--- src/rtl/ddr2_pd_pkg.sv ---
package ddr2_pd_pkg;

    typedef enum logic [2:0] {
        CMD_NOP  = 3'd0,
        CMD_ACT  = 3'd1,
        CMD_RD   = 3'd2,
        CMD_RDA  = 3'd3,
        CMD_WR   = 3'd4,
        CMD_WRA  = 3'd5,
        CMD_PRE  = 3'd6,
        CMD_PREA = 3'd7
    } cmd_e;

    typedef enum logic [1:0] {
        ST_IDLE   = 2'd0,
        ST_PD_ACT = 2'd1,
        ST_PD_PRE = 2'd2,
        ST_EXIT   = 2'd3
    } pd_state_e;

    typedef struct packed {
        pd_state_e st;
        logic      cke;
        logic      cmd_ok;
    } seq_t;

endpackage

--- src/rtl/ddr2_pd_bank_track.sv ---
module ddr2_pd_bank_track
    import ddr2_pd_pkg::*;
#(
    parameter int NUM_BANKS = 4,
    parameter int BANK_W    = 2
) (
    input  logic              clk_i,
    input  logic              rst_ni,
    input  logic              fire_i,
    input  cmd_e              kind_i,
    input  logic [BANK_W-1:0] bank_i,
    output logic              any_open_o
);

    logic [NUM_BANKS-1:0] open_d, open_q;

    // One set/clear cell per bank; precharge-all clears every bank.
    for (genvar b = 0; b < NUM_BANKS; b++) begin : g_bank
        logic hit, set_b, clr_b;
        assign hit   = (bank_i == BANK_W'(b));
        assign set_b = fire_i && hit && (kind_i == CMD_ACT);
        assign clr_b = fire_i && ((kind_i == CMD_PREA) ||
                       (hit && ((kind_i == CMD_PRE) || (kind_i == CMD_RDA) ||
                                (kind_i == CMD_WRA))));
        assign open_d[b] = set_b ? 1'b1 : (clr_b ? 1'b0 : open_q[b]);
    end

    always_ff @(posedge clk_i or negedge rst_ni) begin
        if (!rst_ni) open_q <= '0;
        else         open_q <= open_d;
    end

    assign any_open_o = |open_q;

endmodule

--- src/rtl/ddr2_pd_guard.sv ---
module ddr2_pd_guard
    import ddr2_pd_pkg::*;
#(
    parameter int TW = 4,
    parameter int GW = TW + 2
) (
    input  logic          clk_i,
    input  logic          rst_ni,
    input  logic          fire_i,
    input  cmd_e          kind_i,
    input  logic [TW-1:0] al_i,
    input  logic [TW-1:0] cl_i,
    input  logic [TW-1:0] wl_i,
    input  logic [TW-1:0] bhalf_i,
    input  logic [TW-1:0] twr_i,
    input  logic [TW-1:0] trp_i,
    output logic          idle_o
);

    logic [TW-1:0] twr_eff, trp_eff;
    logic [GW-1:0] rd_len, wr_len, wra_len, pre_len, need, dec;
    logic [GW-1:0] cnt_d, cnt_q;

    assign twr_eff = (twr_i == '0) ? TW'(1) : twr_i;
    assign trp_eff = (trp_i == '0) ? TW'(1) : trp_i;

    assign rd_len  = GW'(al_i) + GW'(cl_i) + GW'(bhalf_i);
    assign wr_len  = GW'(wl_i) + GW'(bhalf_i) + GW'(twr_eff);
    assign wra_len = wr_len + GW'(trp_eff);
    assign pre_len = GW'(trp_eff);

    always_comb begin
        unique case (kind_i)
            CMD_RD, CMD_RDA:   need = rd_len;
            CMD_WR:            need = wr_len;
            CMD_WRA:           need = wra_len;
            CMD_PRE, CMD_PREA: need = pre_len;
            default:           need = '0;
        endcase
        dec   = (cnt_q == '0) ? '0 : cnt_q - GW'(1);
        cnt_d = (fire_i && (need > dec)) ? need : dec;
    end

    always_ff @(posedge clk_i or negedge rst_ni) begin
        if (!rst_ni) cnt_q <= '0;
        else         cnt_q <= cnt_d;
    end

    assign idle_o = (cnt_q == '0);

endmodule

--- src/rtl/ddr2_pd_exit_timer.sv ---
module ddr2_pd_exit_timer #(
    parameter int TW = 4
) (
    input  logic          clk_i,
    input  logic          rst_ni,
    input  logic          start_i,
    input  logic [TW-1:0] delay_i,
    output logic          last_o
);

    logic [TW-1:0] delay_eff, cnt_d, cnt_q;

    assign delay_eff = (delay_i == '0) ? TW'(1) : delay_i;

    always_comb begin
        if (start_i)             cnt_d = delay_eff;
        else if (cnt_q > TW'(1)) cnt_d = cnt_q - TW'(1);
        else                     cnt_d = cnt_q;
    end

    always_ff @(posedge clk_i or negedge rst_ni) begin
        if (!rst_ni) cnt_q <= '0;
        else         cnt_q <= cnt_d;
    end

    assign last_o = (cnt_q <= TW'(1));

endmodule

--- src/rtl/ddr2_pd_sequencer.sv ---
module ddr2_pd_sequencer
    import ddr2_pd_pkg::*;
#(
    parameter int  NUM_BANKS = 4,
    parameter int  TW        = 4,
    localparam int BANK_W    = (NUM_BANKS > 1) ? $clog2(NUM_BANKS) : 1,
    localparam int GW        = TW + 2
) (
    input  logic              clk_i,
    input  logic              rst_ni,
    input  logic              cmd_valid_i,
    input  logic [2:0]        cmd_kind_i,
    input  logic [BANK_W-1:0] cmd_bank_i,
    input  logic              pd_req_i,
    input  logic              wake_req_i,
    input  logic [TW-1:0]     cfg_al_i,
    input  logic [TW-1:0]     cfg_cl_i,
    input  logic [TW-1:0]     cfg_wl_i,
    input  logic [TW-1:0]     cfg_bhalf_i,
    input  logic [TW-1:0]     cfg_twr_i,
    input  logic [TW-1:0]     cfg_trp_i,
    input  logic [TW-1:0]     cfg_xfast_i,
    input  logic [TW-1:0]     cfg_xslow_i,
    input  logic [TW-1:0]     cfg_xpre_i,
    input  logic              cfg_slow_exit_i,
    output logic              cke_o,
    output logic              cmd_ok_o,
    output logic [1:0]        pd_state_o
);

    seq_t          seq_d, seq_q;
    cmd_e          kind;
    logic          fire, any_open, guard_idle, exit_last, exit_start;
    logic [TW-1:0] exit_delay;

    assign kind = cmd_e'(cmd_kind_i);
    assign fire = cmd_valid_i && seq_q.cmd_ok;

    ddr2_pd_bank_track #(.NUM_BANKS(NUM_BANKS), .BANK_W(BANK_W)) u_banks (
        .clk_i      (clk_i),
        .rst_ni     (rst_ni),
        .fire_i     (fire),
        .kind_i     (kind),
        .bank_i     (cmd_bank_i),
        .any_open_o (any_open)
    );

    ddr2_pd_guard #(.TW(TW), .GW(GW)) u_guard (
        .clk_i   (clk_i),
        .rst_ni  (rst_ni),
        .fire_i  (fire),
        .kind_i  (kind),
        .al_i    (cfg_al_i),
        .cl_i    (cfg_cl_i),
        .wl_i    (cfg_wl_i),
        .bhalf_i (cfg_bhalf_i),
        .twr_i   (cfg_twr_i),
        .trp_i   (cfg_trp_i),
        .idle_o  (guard_idle)
    );

    // Exit delay depends on which power-down flavour is being left.
    always_comb begin
        if (seq_q.st == ST_PD_ACT)
            exit_delay = cfg_slow_exit_i ? cfg_xslow_i : cfg_xfast_i;
        else
            exit_delay = cfg_xpre_i;
    end

    ddr2_pd_exit_timer #(.TW(TW)) u_exit (
        .clk_i   (clk_i),
        .rst_ni  (rst_ni),
        .start_i (exit_start),
        .delay_i (exit_delay),
        .last_o  (exit_last)
    );

    always_comb begin
        seq_d      = seq_q;
        exit_start = 1'b0;
        unique case (seq_q.st)
            ST_IDLE: begin
                if (!fire && pd_req_i && guard_idle) begin
                    seq_d.cke    = 1'b0;
                    seq_d.cmd_ok = 1'b0;
                    seq_d.st     = any_open ? ST_PD_ACT : ST_PD_PRE;
                end
            end
            ST_PD_ACT, ST_PD_PRE: begin
                if (wake_req_i) begin
                    seq_d.cke  = 1'b1;
                    seq_d.st   = ST_EXIT;
                    exit_start = 1'b1;
                end
            end
            ST_EXIT: begin
                if (exit_last) begin
                    seq_d.st     = ST_IDLE;
                    seq_d.cmd_ok = 1'b1;
                end
            end
            default: seq_d = seq_q;
        endcase
    end

    always_ff @(posedge clk_i or negedge rst_ni) begin
        if (!rst_ni) begin
            seq_q.st     <= ST_IDLE;
            seq_q.cke    <= 1'b1;
            seq_q.cmd_ok <= 1'b1;
        end else begin
            seq_q <= seq_d;
        end
    end

    assign cke_o      = seq_q.cke;
    assign cmd_ok_o   = seq_q.cmd_ok;
    assign pd_state_o = seq_q.st;

endmodule

--- config.mk ---
export PLATFORM = sky130hd
export DESIGN_NAME = ddr2_pd_sequencer
export DESIGN_NICKNAME = d
export VERILOG_FILES = /design/src/rtl/ddr2_pd_pkg.sv /design/src/rtl/ddr2_pd_bank_track.sv /design/src/rtl/ddr2_pd_guard.sv /design/src/rtl/ddr2_pd_exit_timer.sv /design/src/rtl/ddr2_pd_sequencer.sv
export SDC_FILE = /design/constraint.sdc
export NUM_CORES = 1
export LEC_CHECK = 0
export BUFFER_PORTS_ARGS = -buffer_cell sky130_fd_sc_hd__clkbuf_2
export CAP_MARGIN = 5
export CORE_UTILIZATION = 46
export CTS_CLUSTER_DIAMETER = 120
export DETAILED_ROUTE_END_ITERATION = 7
export PLACE_DENSITY = 0.69
export REMOVE_ABC_BUFFERS = 1
export SYNTH_ARGS = -nofsm -noshare
export SYNTH_HDL_FRONTEND = slang
export SYNTH_SLANG_ARGS = --single-unit
--- constraint.sdc ---
create_clock -name clk_i -period 3 [get_ports clk_i]
set_clock_uncertainty 0.05 [all_clocks]
set_input_delay 0.3 -clock clk_i [delete_from_list [all_inputs] [get_ports clk_i]]
set_output_delay 0.3 -clock clk_i [all_outputs]
set_load 0.01 [all_outputs]
==> metrics.md <==
| Metric | Value |
|---|---|
| Initial antenna violation count | 0 |
| Worst hold slack | 324 ps |
| Post-DR wirelength/cell | 12.8 µm |
| Switching share of power | 0.337 |
| Worst r2r src | u_guard.cnt_q[0] |
| Worst skew pair latency | 250 ps |
| All-Layer GR Usage | 0.219 |
| Antenna cells | 0 |
| Overflow after GRT | 0 |
| Net Switching | 0.358 mW |
| Number of port buffers | 50 |
| FFs w/ async S/R, synth | 1.00 |
| Hold Crit Endpoint | u_exit.cnt_q[1] |
| R2R depth | 13 |
| RD Place Congestion | 0.834 |
| Arr. time, crit path | 3910 ps |
| Unrepaired setup endpoints after global routing | yes |
| DRC | 0 |
| Pwr Total | 1.06 mW |
| Die X | 72.6 µm |
| Commonest cells after routing, fill and taps aside | clkbuf_2, buf_4, ha_1 |
| Initial Util | 0.482 |
| Clock Power Share | 0.184 |
| Total number of H-tree levels | 1 |
| Flops & latches, synth | 18 |
| Commonest non-fill, non-tap cell in the layout | clkbuf_2 |
| Syn Area/Cell | 8.18 µm² |
| First-pass GRT wire length | 9190 µm |
| Core area | 4750 µm² |
| Max-slew violation count | 0 |
| Final Hold Fails | 0 |
| Largest net degree at the start of global routing | 19 |
| EDFF count, synth | 0 |
| Hold Path Cell Cnt | 3 |
| Root buf cell | clkbuf_8 |
| Drt via density | 5.15 |
| Number of fill cells | 415 |
| PnR worst setup slack | -814 ps |
| Worst hold path type | in2reg |
| Final setup violation count | 6 |
| Clock transition at path regs | 70 ps |
| CTS tree | done |
| Final Cycle Share | 1.27 |
| Top FF cell, synth | dfrtp_1 |
| Syn-to-layout area delta | 36.3% |
| Worst R2R Setup Slack | 510 ps |
| Critical path startpoint category | input pin |
| Violated checks | negative setup slack |
| CTS Buf Count | 3 |
| Worst Path Required | 3100 ps |
| Number of nets in the layout | 452 |
| Synthesized cell area | 2290 µm² |
| Die Y | 72.6 µm |
| Seq/Total Area, Yosys | 0.198 |
| Synth Instances | 280 |
| Final wirelength | 5530 µm |
| CP Class | in2reg |
| Max-cap violations | 0 |
| Die area | 5270 µm² |
| Final Critical Period | 3810 ps |
| Yosys warns | 0 |
| Io pins | 51 |
| Final ANT Viol Nets | 0 |
| Static leakage | 1.56 nW |
| Initial DRC Count | 72 |
| Initial DRT Pass Iterations | 4 |
| Worst slack, placed | -1250 ps |
| Post-Route Setup TNS | -4720 ps |
| Synth cell types | 49 |
| Hold Path Origin | cfg_xpre_i[1] |
| Sequential Power Share | 0.228 |
| Gate power share | 0.588 |
| Cell Pwr Density | 341 nW/µm² |
| Peak Freq | 262 MHz |
| Maximum vdd drop | 0.182 mV |
| Max FO, Critical Path | 6 |
| CTS sink count | 18 |
| Status | finished with violations |
| Critical R2R Capture | u_guard.cnt_q[3] |
| P_int | 0.706 mW |
| Slew at the pin closest to its max-slew limit | 493 ps |
| DP Wirelength | 4270 µm |
| DR vias | 2,229 |
| Critical Path End Type | register |
| Slew margin rel. | 0.669 |
| Rows | 25 |
| Vias in the first global route | 2,149 |
| Clk buf depth | 2 |
| Layout cells sized above 1 | 0.352 |
[state kept, by name, indices dropped and copies added, names as in the netlist]
signal          cells
cke_o               1
pd_state_o          2
u_exit.cnt_q        4
u_guard.cnt_q       6
cmd_ok_o            1
u_banks.open_q      4
[critical path, cell delays in order]
cell	delay, ps
buf_8	100
ha_4	150
fa_2	540
inv_2	40
fa_2	560
inv_2	50
ha_4	200
a21o_1	160
a21oi_2	130
nor2b_1	60
o211ai_1	190
mux2i_1	250
nand2_1	120
ha_4	300
nand3_2	90
o21bai_4	180
a21oi_2	150
buf_6	150
nor2_4	40
a21o_1	140
[power groups by stage]
stage / logic [mW] / clock network [mW] / registers, mW
2_1_floorplan: 0.307 / 0 / 0.247
3_3_place_gp: 0.493 / 0 / 0.247
3_5_place_dp: 0.507 / 0 / 0.247
4_1_cts: 0.578 / 0.199 / 0.243
5_1_grt: 0.693 / 0.209 / 0.243
6_report: 0.625 / 0.196 / 0.243
[worst max path at each step]
stage	start	end	depth (start not counted)
finish	cfg_bhalf_i[0]	u_guard.cnt_q[3]	20
global route	cfg_bhalf_i[0]	u_guard.cnt_q[3]	20
CTS	cfg_bhalf_i[0]	u_guard.cnt_q[3]	19
detailed placement	cfg_bhalf_i[0]	u_guard.cnt_q[3]	20
global placement	cfg_bhalf_i[0]	u_guard.cnt_q[3]	20
floorplan	cfg_wl_i[0]	u_guard.cnt_q[3]	18
[area by class of cell]
class	count	area, µm²	share of cell area
Clock buffer	4	55.1	0.0176
Inverter	24	90.1	0.0288
Timing Repair Buffer	94	604	0.194
Multi-Input combinational cell	226	1840	0.588
Sequential cell	18	453	0.145
Tap cell	67	83.8	0.0268
[what timing repair did]
item | 4_1_cts | 5_1_grt
pin swaps | 17 | 15
setup buffers | 6 | 3
setup endpoints to repair | 6 | 6
gates resized for setup | 22 | 12
hold buffers | 1 | 0
gates cloned | 1 | 0
hold endpoints to repair | 16 | 0
[stage by stage]
step	area, µm²	utilization	std cells
after CTS	3050	0.641	430
final	3120	0.657	433
after global routing	3120	0.657	433
after detailed placement	2820	0.594	418
after floorplan	2240	-	268
after global placement	2820	0.594	418
[cells in the mapped netlist (5+ instances only)]
cell | n | area [µm²]
ha_1 | 33 | 413
a21oi_1 | 28 | 140
inv_1 | 23 | 86.3
nand2_1 | 23 | 86.3
dfrtp_1 | 16 | 400
o21ai_0 | 15 | 75.1
nor2_1 | 14 | 52.6
a21o_1 | 11 | 82.6
nor2b_1 | 11 | 68.8
xnor2_1 | 11 | 96.3
mux2i_1 | 10 | 100
clkbuf_1 | 8 | 30.0
nor3_1 | 7 | 35.0
nand2b_1 | 6 | 37.5
fa_1 | 5 | 100
nand3_1 | 5 | 25.0
xor2_1 | 5 | 43.8
[cell families (layout without fill, tap and decap cells)]
kind of cell    after synthesis  after routing  share of synthesized area
flops                        18             18                      0.198
fa+ha+maj                    38             38                      0.224
buf+inv                      36            122                     0.0612
xor+xnor                     16             16                     0.0612
compound gates               84             84                      0.236
mux                          11             11                     0.0486
simple gates                 77             77                      0.172
[layer usage]
metal  track usage  part of all wire  vias to the layer above
li1              -                 -                     1158
met1         0.267              0.44                     1015
met2         0.414              0.52                       48
met3        0.0276             0.031                        8
met4        0.0349             0.012                        0
met5             0                 0                        -
(Power assumes the default switching activity.)
